--- src/rtl/cnt_pkg.sv ---
package cnt_pkg;
  typedef enum logic [1:0] {
    OP_HOLD = 2'd0,
    OP_INC  = 2'd1,
    OP_LOAD = 2'd2
  } cnt_op_e;
endpackage

--- src/rtl/cnt_op_sel.sv ---
module cnt_op_sel
  import cnt_pkg::*;
(
  input  logic    load_n,
  input  logic    en_p,
  input  logic    en_t,
  output cnt_op_e op
);
  // load outranks both enables; counting needs both enables high
  always_comb begin
    if (!load_n)            op = OP_LOAD;
    else if (en_p && en_t)  op = OP_INC;
    else                    op = OP_HOLD;
  end
endmodule

--- src/rtl/cnt_stage.sv ---
module cnt_stage
  import cnt_pkg::*;
#(
  parameter int DIGIT_W = 4
) (
  input  logic               clk,
  input  logic               clr_n,
  input  logic               load_n,
  input  logic               en_p,
  input  logic               en_t,
  input  logic [DIGIT_W-1:0] d,
  output logic [DIGIT_W-1:0] q,
  output logic               carry
);
  cnt_op_e op;

  cnt_op_sel u_sel (
    .load_n (load_n),
    .en_p   (en_p),
    .en_t   (en_t),
    .op     (op)
  );

  always_ff @(posedge clk or negedge clr_n) begin
    if (!clr_n) begin
      q <= '0;
    end else begin
      case (op)
        OP_LOAD: q <= d;
        OP_INC:  q <= q + 1'b1;
        default: q <= q;
      endcase
    end
  end

  // carry follows the state with no register; en_p takes no part
  assign carry = en_t & (&q);

  AST_CLEAR_ZERO: assert property (@(posedge clk)
    !clr_n |-> q == '0);
  AST_LOAD_COPY: assert property (@(posedge clk) disable iff (!clr_n)
    !load_n |=> q == $past(d));
  AST_ADVANCE: assert property (@(posedge clk) disable iff (!clr_n)
    (load_n && en_p && en_t) |=> q == DIGIT_W'($past(q) + 1'b1));
  AST_HOLD_VALUE: assert property (@(posedge clk) disable iff (!clr_n)
    (load_n && !(en_p && en_t)) |=> $stable(q));
endmodule

--- src/rtl/bin_count_chain.sv ---
module bin_count_chain #(
  parameter int DIGIT_W = 4,
  parameter int STAGES  = 2
) (
  input  logic                       clk,
  input  logic                       clr_n,
  input  logic                       load_n,
  input  logic                       en_p,
  input  logic [STAGES*DIGIT_W-1:0]  data_i,
  output logic [STAGES*DIGIT_W-1:0]  count_o,
  output logic                       carry_o
);
  localparam int TOTAL_W = STAGES * DIGIT_W;

  logic [STAGES-1:0] trickle;
  logic [STAGES-1:0] carry_s;

  assign trickle[0] = 1'b1;

  for (genvar g = 0; g < STAGES; g++) begin : g_stage
    if (g > 0) begin : g_link
      assign trickle[g] = carry_s[g-1];
    end
    cnt_stage #(.DIGIT_W(DIGIT_W)) u_stage (
      .clk    (clk),
      .clr_n  (clr_n),
      .load_n (load_n),
      .en_p   (en_p),
      .en_t   (trickle[g]),
      .d      (data_i[g*DIGIT_W +: DIGIT_W]),
      .q      (count_o[g*DIGIT_W +: DIGIT_W]),
      .carry  (carry_s[g])
    );
  end

  assign carry_o = carry_s[STAGES-1];

  AST_CARRY_FULL: assert property (@(posedge clk) disable iff (!clr_n)
    carry_o == (count_o == {TOTAL_W{1'b1}}));
  AST_CHAIN_STEP: assert property (@(posedge clk) disable iff (!clr_n)
    (load_n && en_p) |=> count_o == TOTAL_W'($past(count_o) + 1'b1));
endmodule

--- config.mk ---
export PLATFORM = sky130hd
export DESIGN_NAME = bin_count_chain
export DESIGN_NICKNAME = d
export VERILOG_FILES = /design/src/rtl/cnt_pkg.sv /design/src/rtl/cnt_op_sel.sv /design/src/rtl/cnt_stage.sv /design/src/rtl/bin_count_chain.sv
export SDC_FILE = /design/constraint.sdc
export NUM_CORES = 1
export LEC_CHECK = 0
export ABC_AREA = 1
export BUFFER_PORTS_ARGS = -buffer_cell sky130_fd_sc_hd__buf_2
export CORE_AREA = 2 2 39 41
export CTS_CLUSTER_SIZE = 30
export DETAILED_ROUTE_END_ITERATION = 8
export DIE_AREA = 0 0 41 43
export GPL_ROUTABILITY_DRIVEN = 1
export PLACE_DENSITY = 0.79
export SYNTH_ARGS = -nofsm -noshare
export SYNTH_HDL_FRONTEND = slang
export SYNTH_HIERARCHICAL = 1
export SYNTH_SLANG_ARGS = --single-unit
--- constraint.sdc ---
create_clock -name clk -period 2.3 [get_ports clk]
set_clock_uncertainty 0.1 [all_clocks]
set_input_delay 0.115 -clock clk [delete_from_list [all_inputs] [get_ports clk]]
set_output_delay 0.115 -clock clk [all_outputs]
set_load 0.005 [all_outputs]
# Word level (Yosys, flattened, before mapping)
# Index checks and enable logic that the tools add are counted.
[classes]
n_addsub = 2
eq_ne = 4
n_mux = 6
n_bitwise = 1
reduce_logical = 5
[ops]
columns = ["cell", "n"]
rows = [
  ["$pmux 4 s2", 2],
  ["$add 4x1->4 const B", 2],
  ["$reduce_and 4->1", 2],
  ["$eq 2x1->1 const B", 2],
  ["$eq 2x2->1 const B", 2],
  ["$mux 2", 2],
  ["$reduce_bool 2->1", 2],
  ["$mux 1", 2],
  ["$and 1x1->1", 1],
  ["$logic_and 1x1->1", 1],
]
[word_totals]
ff_bits = 8
inputBits = 12
out_inout_bits = 9
word_cells = 20

# Logic depth before layout (Yosys ltp)
# Gate-level depths: netlist (run 1).
[depth]
word_depth = 6
mapped_depth = 11
ltp_nobuf = 11

# By module
# The synthesis (run 1) kept the hierarchy.
[by_module_without_submodules]
columns = ["module", "instances", "cells_per_inst", "area_each_um2", "seq_area_each_um2"]
rows = [
  ["cnt_stage", 2, 37, 256.5, 100.1],
  ["cnt_op_sel", 2, 3, 13.8, 0.0],
  ["bin_count_chain", 1, 1, 3.8, 0.0],
]

# Worst setup path after synthesis (run 1)
# No wires, ideal clock.
[synth_path]
path_kind = "register -> register"
from = "reg g_stage[0].u_stage.q[0]"
to = "reg g_stage[1].u_stage.q[2]"
setup_time_ns = 0.117
arrival_ns = 1.502
required_ns = 2.083
setup_slack_ns = 0.581
path_stages_with_launch = 12
n_path_buf = 0
period_less_slack_ns = 1.719
path_cell_list = "dfrtp_1 -> ha_1 -> nand2_1 -> nor2_1 -> nand2_1 -> nor2_2 -> ha_1 -> inv_2 -> nor2_2 -> nor2_1 -> o21ai_1 -> inv_1"
[synth_between]
elab_chain_cells = 6
elab_cells_between_ends = 8
classes_between = "eq/ne: 2; mux: 3; reduce/logical: 3"
[synth_rtl]
columns = ["element", "line_no", "source"]
rows = [
  ["start, declared", "cnt_stage.sv:12", "output logic [DIGIT_W-1:0] q,"],
  ["start signal, assigned", "cnt_stage.sv:30", "OP_INC: q <= q + 1'b1;"],
  ["start signal, assigned", "cnt_stage.sv:31", "default: q <= q;"],
  ["$reduce_and 4->1 (*)", "cnt_stage.sv:37", "assign carry = en_t & (&q);"],
  ["named net carry_s[0]", "bin_count_chain.sv:16", "logic [STAGES-1:0] carry_s;"],
  ["$logic_and 1x1->1 (*)", "cnt_op_sel.sv:12", "else if (en_p && en_t) op = OP_INC;"],
  ["$mux 1 (*)", "cnt_op_sel.sv:12", ""],
  ["$mux 2 (*)", "cnt_op_sel.sv:11", "if (!load_n) op = OP_LOAD;"],
  ["named net g_stage[1].u_stage.op[0]", "cnt_stage.sv:15", "cnt_op_e op;"],
  ["$eq 2x1->1 or $eq 2x2->1 (tied branches)", "cnt_stage.sv:28", "case (op)"],
  ["$pmux 4 s2 or $reduce_bool 2->1 (tied branches)", "--", ""],
  ["end signal, assigned", "cnt_stage.sv:30", ""],
  ["end signal, assigned", "cnt_stage.sv:31", ""],
  ["end, declared", "cnt_stage.sv:12", ""],
]
# Mark *: on every way through the listed nets, which the timed path passes. The rest lies on a longest branch.
# A chain may end at the register's enable or synchronous reset.

# Worst setup path after layout (run 1)
# Ends and elaborated chain as after synthesis.

==> flow_summary.json, run 1 <==
{
  "vias_per_cell": 4.648,
  "grt_pass1_vias": 494,
  "instances_no_fill": 125,
  "dp.cells": 118,
  "worst_path_max_delay_cell": "dfrtp_1",
  "clk_latency_ps": 250,
  "drv_slew": 0,
  "largest_reg_flops": 8,
  "path_delay_family": "simple AND/OR/NAND/NOR gates",
  "ioPinCount": 21,
  "place_hpwl_um": 949.1,
  "ctsLongestPathBuffers": 2,
  "die_h_um": 43,
  "min_period_over_period_pct": 83.60,
  "root_buffer": "clkbuf_4",
  "antenna_cells": 0,
  "hold_depth": 3,
  "setup-tns-final_ps": 0,
  "rows": 14,
  "first_iter_violations": 5,
  "grt_first_pass_wirelength_mm": 1.800,
  "wirelength_mm": 1.243,
  "cts_sinks": 8,
  "placed_area_sq_um": 668.1,
  "period_minus_slack_ps": 1923,
  "yosys_warnings": 6,
  "arrival_ps": 1970,
  "leakagePower_nw": 0.4025,
  "worstSetupStartpointType": "flip-flop",
  "rrSetupSlack_ps": 380,
  "fin_area_sq_um": 730.7,
  "cp_max_fo": 7,
  "whs_ps": 17.43,
  "hp-class": "in2reg",
  "nNetsFinal": 127,
  "largestRegisters": "g_stage.u_stage/q x8",
  "reg2reg_to": "g_stage[1].u_stage/q[2]",
  "cp_num_buf_inv": 2,
  "clk_pin_slew_ps": 50,
  "fin_util_pct": 52.80,
  "worstHoldStart": "data_i[5]",
  "whs_endpoint": "g_stage[1].u_stage/q[1]",
  "first_pass_iters": 5,
  "path_class": "reg2reg",
  "cts-resized-gates": 0,
  "rsz0062_at_grt": "no",
  "syn_avg_cell_area_sq_um": 6.719,
  "syn-cell-area_sq_um": 544.3,
  "cp_slowest_stage_delay_ps": 420,
  "dieArea_sq_um": 1763,
  "timing.fmax_ghz": 0.5201,
  "dieWidth_um": 41,
  "globalplace.congestion": 0.7139,
  "initial_core_util_pct": 39.33,
  "grt_use_total_pct": 15.52,
  "syn_inst": 81,
  "synth-seq-cells": 8,
  "synth.distinct_cells": 13,
  "antenna_found_initial": 0,
  "portBuffers": 20,
  "multi_input_area_sq_um": 302.8,
  "cp_data_required_time_ps": 2340,
  "ys_seq_area_share_pct": 36.78,
  "maxCapViolCount": 0,
  "setup_viol": 0,
  "finalHoldViolCount": 0,
  "overflow": 0,
  "drc_errors": 0,
  "routed-via-count": 581,
  "regMostFlops": "g_stage.u_stage/q",
  "syn_to_final_growth_pct": 34.25,
  "h-tree-depth": 1,
  "critPathCaptureType": "flip-flop",
  "grt_max_degree": 9,
  "regArea_sq_um": 200.2,
  "core_area_sq_um": 1384,
  "powerDensity_nw_per_um2": 531.6,
  "cts_tree": "yes",
  "cts_buffers": 3,
  "irDropWorstVdd_mv": 0.3095,
  "r2r-start": "g_stage[0].u_stage/q[0]",
  "route.antenna.remaining_nets": 0,
  "r2r_cells": 11,
  "crit_chain": "ha_1 -> nand2_1 -> nor2_1 -> nand2_1 -> nor2_2 -> ha_1 -> inv_2 -> nor2_2 -> nor2_1 -> o21ai_1 -> inv_1",
  "status": "finished, final reports clean",
  "fill_cells": 137,
  "post_drt_wl_per_cell_um": 9.944,
  "drive_gt1_share_pct": 28.44
}
## metal layers
| metal | vias up | global-route usage (%) | part of all wire (%) |
|---|---|---|---|
| met5 | - | 0 | 0 |
| met4 | 0 | 8.000 | 1.4 |
| met3 | 2 | 3.141 | 5.3 |
| met2 | 22 | 27.81 | 49 |
| met1 | 247 | 15.28 | 44 |
| li1 | 310 | - | - |
## cell families (layout without fill, tap and decap cells)
| group | after synthesis | after routing | share of synthesized area [%] |
|---|---|---|---|
| adder cells (fa/ha/maj) | 4 | 4 | 9.196 |
| buffers and inverters | 12 | 39 | 8.275 |
| AND/OR/NAND/NOR | 46 | 46 | 35.86 |
| AO/OA/AOI/OAI | 10 | 10 | 9.196 |
| other | 1 | 2 | 0.6890 |
| flip-flops | 8 | 8 | 36.78 |
## repair_timing
item | CTS | global route
hold endpoints to repair | 11 | 0
hold buffers | 4 | 0
buffers inserted | 0 | 0
## cell type report
cell class | instances | share of cell area, %
Inverter | 12 | 6.164
Clock buffer | 3 | 3.082
Timing Repair Buffer | 24 | 19.18
Sequential cell | 8 | 27.40
Multi-Input combinational cell | 62 | 41.44
Tap cell | 16 | 2.740
## power by group
group / internal [mW] / switching, mW
Combinational: 0.0488 / 0.0507
Clock: 0.0596 / 0.0461
Sequential: 0.159 / 0.0246
## synthesized netlist by cell type
cell,n,area [sq um]
nand2_1,24,90.09
inv_1,8,30.03
nor2_1,10,37.54
a21oi_1,6,30.03
nand4_1,2,12.51
dfrtp_1,8,200.2
nand3_1,6,30.03
o21ai_1,2,10.01
o21ai_0,2,10.01
ha_1,4,50.05
inv_2,4,15.01
conb_1,1,3.750
nor2_2,4,25.02
## worst min-delay path: cells and delay by family
kind                   cells  cell delay [ps]
AOI/OAI and AO/OA          1               60
buffers and inverters      1              100
and+or+nand+nor            1               60
## placed cells by master (no fill, tap or decap), types with 6 or more instances in the layout
| cell | netlist | final |
|---|---|---|
| a21oi_1 | 6 | 6 |
| buf_2 | 0 | 20 |
| dfrtp_1 | 8 | 8 |
| inv_1 | 8 | 8 |
| nand2_1 | 24 | 24 |
| nand3_1 | 6 | 6 |
| nor2_1 | 10 | 10 |
## worst max-delay path by stage
stage / cells after the start / to / from
global placement: 11 / g_stage[1].u_stage/q[2] / g_stage[0].u_stage/q[0]
floorplan: 11 / g_stage[1].u_stage/q[2] / g_stage[0].u_stage/q[0]
detailed placement: 11 / g_stage[1].u_stage/q[2] / g_stage[0].u_stage/q[0]
finish: 11 / g_stage[1].u_stage/q[2] / g_stage[0].u_stage/q[0]
CTS: 11 / g_stage[1].u_stage/q[2] / g_stage[0].u_stage/q[0]
global route: 11 / g_stage[1].u_stage/q[2] / g_stage[0].u_stage/q[0]
## stage by stage
stage / worst slack (ps) / total power [mW]
global placement: 478.2 / 0.2752
CTS: 349.0 / 0.3968
global route: 190.9 / 0.4202
floorplan: 581.3 / 0.2361
finish: 377.2 / 0.3884
detailed placement: 363.7 / 0.2806
No activity file was read; power rests on OpenSTA's default activity.
==> run 2, diff against run 1 <==
--- a/config.mk
+++ b/config.mk
@@ -5,14 +5,14 @@
 export SDC_FILE = /design/constraint.sdc
 export NUM_CORES = 1
 export LEC_CHECK = 0
-export ABC_AREA = 1
+export ABC_AREA = 0
 export BUFFER_PORTS_ARGS = -buffer_cell sky130_fd_sc_hd__buf_2
-export CORE_AREA = 2 2 39 41
+export CORE_MARGIN = 1
+export CORE_UTILIZATION = 41
 export CTS_CLUSTER_SIZE = 30
 export DETAILED_ROUTE_END_ITERATION = 8
-export DIE_AREA = 0 0 41 43
 export GPL_ROUTABILITY_DRIVEN = 1
-export PLACE_DENSITY = 0.79
+export PLACE_DENSITY = 0.82
 export SYNTH_ARGS = -nofsm -noshare
 export SYNTH_HDL_FRONTEND = slang
 export SYNTH_HIERARCHICAL = 1
==> constraint.sdc (replaced) <==
create_clock -name clk -period 1.7 [get_ports clk]
set_clock_uncertainty 0.1 [all_clocks]
set_input_delay 0.085 -clock clk [delete_from_list [all_inputs] [get_ports clk]]
set_output_delay 0.085 -clock clk [all_outputs]
set_load 0.005 [all_outputs]
==> run 2 against run 1 <==
Register-to-register slack got worse by 510 ps. Non-clock buffer count increased by 10. Hold slack improved by 2.3 ps. Via count shrank 4.8%. Global-route usage increased by 5.9 points. Design area is 10% higher. Cell count down 14%. Sequential power grew 30%. Critical path type unchanged. Critical path depth is 5 lower. The run now ends with setup timing left. Flip-flop and latch count stayed put.
==> flow_summary.json, run 2 <==
{
  "status": "finished, violations left",
  "violations": "setup timing",
  "hold_depth": 3,
  "syn_to_final_growth_pct": 49.65,
  "cp_num_buf_inv": 0,
  "cts_sinks": 8,
  "route.antenna.remaining_nets": 0,
  "largest_reg_flops": 8,
  "syn-cell-area_sq_um": 539.3,
  "place_hpwl_um": 977.8,
  "synth_edf_count": 0,
  "root_buffer": "clkbuf_4",
  "instances_no_fill": 107,
  "fin_util_pct": 68.91,
  "globalplace.congestion": 0.7662,
  "fin_area_sq_um": 807.0,
  "first_iter_violations": 18,
  "core_area_sq_um": 1171,
  "leakagePower_nw": 0.4189,
  "fill_cells": 106,
  "post_drt_wl_per_cell_um": 12.58,
  "worstSetupStartpointType": "flip-flop",
  "arrival_ps": 1930,
  "setup-tns-final_ps": -276.4,
  "placed_area_sq_um": 729.5,
  "maxCapViolCount": 0,
  "cts_buffers": 3,
  "grt_max_degree": 9,
  "mostFrequentLayoutCell": "buf_2",
  "worst_path_max_delay_cell": "or4b_1",
  "synth_area_leaders": "dfrtp_1 37%, mux2i_1 11%, ha_1 9.3%",
  "drive_gt1_share_pct": 44.09,
  "dieArea_sq_um": 1464,
  "irDropWorstVdd_mv": 0.4993,
  "dp.cells": 99,
  "synth_top_cell_by_area": "dfrtp_1",
  "crit_chain": "ha_2 -> and4_4 -> and3_4 -> ha_4 -> or4b_1 -> nand3_1",
  "cp_slowest_stage_delay_ps": 460,
  "nNetsFinal": 111,
  "powerDensity_nw_per_um2": 718.6,
  "grt_use_total_pct": 21.43,
  "cts_tree": "yes",
  "initial_core_util_pct": 46.05,
  "post-place-ws_ps": -130.6,
  "regMostFlops": "g_stage.u_stage/q",
  "antenna_cells": 0,
  "portBuffers": 20,
  "timing.fmax_ghz": 0.5450,
  "hp-class": "in2reg",
  "vias_per_cell": 5.168,
  "setup_viol": 4,
  "drv_slew": 0,
  "drc_errors": 0,
  "synth-seq-cells": 8,
  "critPathCaptureType": "flip-flop",
  "routed-via-count": 553,
  "finalHoldViolCount": 0,
  "path_class": "reg2reg",
  "first_pass_iters": 4,
  "ioPinCount": 21,
  "grt_pass1_vias": 494,
  "rsz0062_at_grt": "yes",
  "cp_max_fo": 3,
  "largestRegisters": "g_stage.u_stage/q x8",
  "synth.distinct_cells": 17,
  "ctsLongestPathBuffers": 2,
  "ys_seq_area_share_pct": 37.12,
  "die_h_um": 38.27,
  "post-synth-top-area-fraction_pct": 37.12,
  "rows": 12,
  "clk_pin_slew_ps": 60,
  "period_minus_slack_ps": 1835,
  "layout_setup_ws_ps": -135.0,
  "min_period_over_period_pct": 107.9,
  "r2r_cells": 6,
  "antenna_found_initial": 0,
  "wirelength_mm": 1.346,
  "netlist_top_cells_count": "8 x dfrtp_1, 8 x inv_1, 6 x mux2i_1, 6 x nand3_1",
  "grt_first_pass_wirelength_mm": 2.090,
  "overflow": 0,
  "dieWidth_um": 38.27,
  "cp_data_required_time_ps": 1790,
  "mostFrequentLayoutCells": "20 x buf_2, 11 x buf_4, 8 x inv_1, 8 x dfrtp_1",
  "clk_latency_ps": 250,
  "h-tree-depth": 1,
  "crit_cells": 6,
  "synth_flop_cell": "dfrtp_1",
  "syn_avg_cell_area_sq_um": 9.140,
  "synthArstFlopShare_pct": 100.0,
  "syn_inst": 59,
  "yosys_warnings": 6,
  "path_delay_family": "simple AND/OR/NAND/NOR gates"
}
[run 2: metal layers]
| layer | wire length (um) | track usage [%] | vias to the layer above |
|---|---|---|---|
| li1 | - | - | 280 |
| met1 | 643 | 30.51 | 255 |
| met3 | 49 | 3.488 | 4 |
| met2 | 638 | 30.93 | 14 |
| met5 | 0 | 0 | - |
| met4 | 14 | 10.71 | 0 |
[run 2: kinds of logic (layout without fill, tap and decap cells)]
family	Yosys count	after routing	synth area share, %
AO/OA/AOI/OAI	8	8	9.745
adder cells (fa/ha/maj)	4	4	9.281
buffers and inverters	12	45	9.281
other	1	2	0.6954
flip-flops	8	8	37.12
AND/OR/NAND/NOR	20	20	22.74
multiplexers	6	6	11.14
[run 2: power breakdown]
part | internal, mW | switching (mW) | leakage, nW | total [mW]
sequential | 0.215 | 0.0229 | 0.0941 | 0.238
combinational | 0.107 | 0.0864 | 0.311 | 0.193
clock | 0.0810 | 0.0676 | 0.0138 | 0.149
[run 2: worst reg2reg max path: stages (launching register included)]
cell	delay [ps]
dfrtp_1	360
ha_2	180
and4_4	210
and3_4	180
ha_4	190
or4b_1	460
nand3_1	80
[run 2: final timing paths]
kind,from,to,slack (ps)
max in group asynchronous,clr_n,g_stage[0].u_stage/q[3],1200
worst max register to register,g_stage[0].u_stage/q[0],g_stage[1].u_stage/q[3],-130
min in group asynchronous,clr_n,g_stage[1].u_stage/q[3],120
worst min register to register,g_stage[1].u_stage/q[1],g_stage[1].u_stage/q[1],490
worst min-delay path,data_i[0],g_stage[0].u_stage/q[0],20
worst max-delay path,g_stage[0].u_stage/q[0],g_stage[1].u_stage/q[3],-130
[run 2: area by class of cell]
class	instances	area (sq um)	area share, %
multi-input combinational	40	324.1	40.16
timing repair buffer	34	212.7	26.36
sequential	8	200.2	24.81
inverter	8	30.03	3.721
clock buffer	3	22.52	2.791
tap	14	17.52	2.171
[run 2: repair_timing]
action | in CTS | in global routing
buffers inserted | 2 | 0
endpoints found under the hold margin | 10 | 0
pin swaps | 2 | 1
resized for setup | 2 | 2
hold buffers | 3 | 0
endpoints found under the setup margin | 4 | 4
[run 2: through the flow]
| stage | power, mW | hold WS (ps) |
|---|---|---|
| final | 0.5799 | 19.70 |
| after global routing | 0.6209 | 32.78 |
| after CTS | 0.5747 | 22.17 |
| after detailed placement | 0.4098 | -155.8 |
| after global placement | 0.4001 | -160.1 |
| after floorplan | 0.3171 | -310.6 |
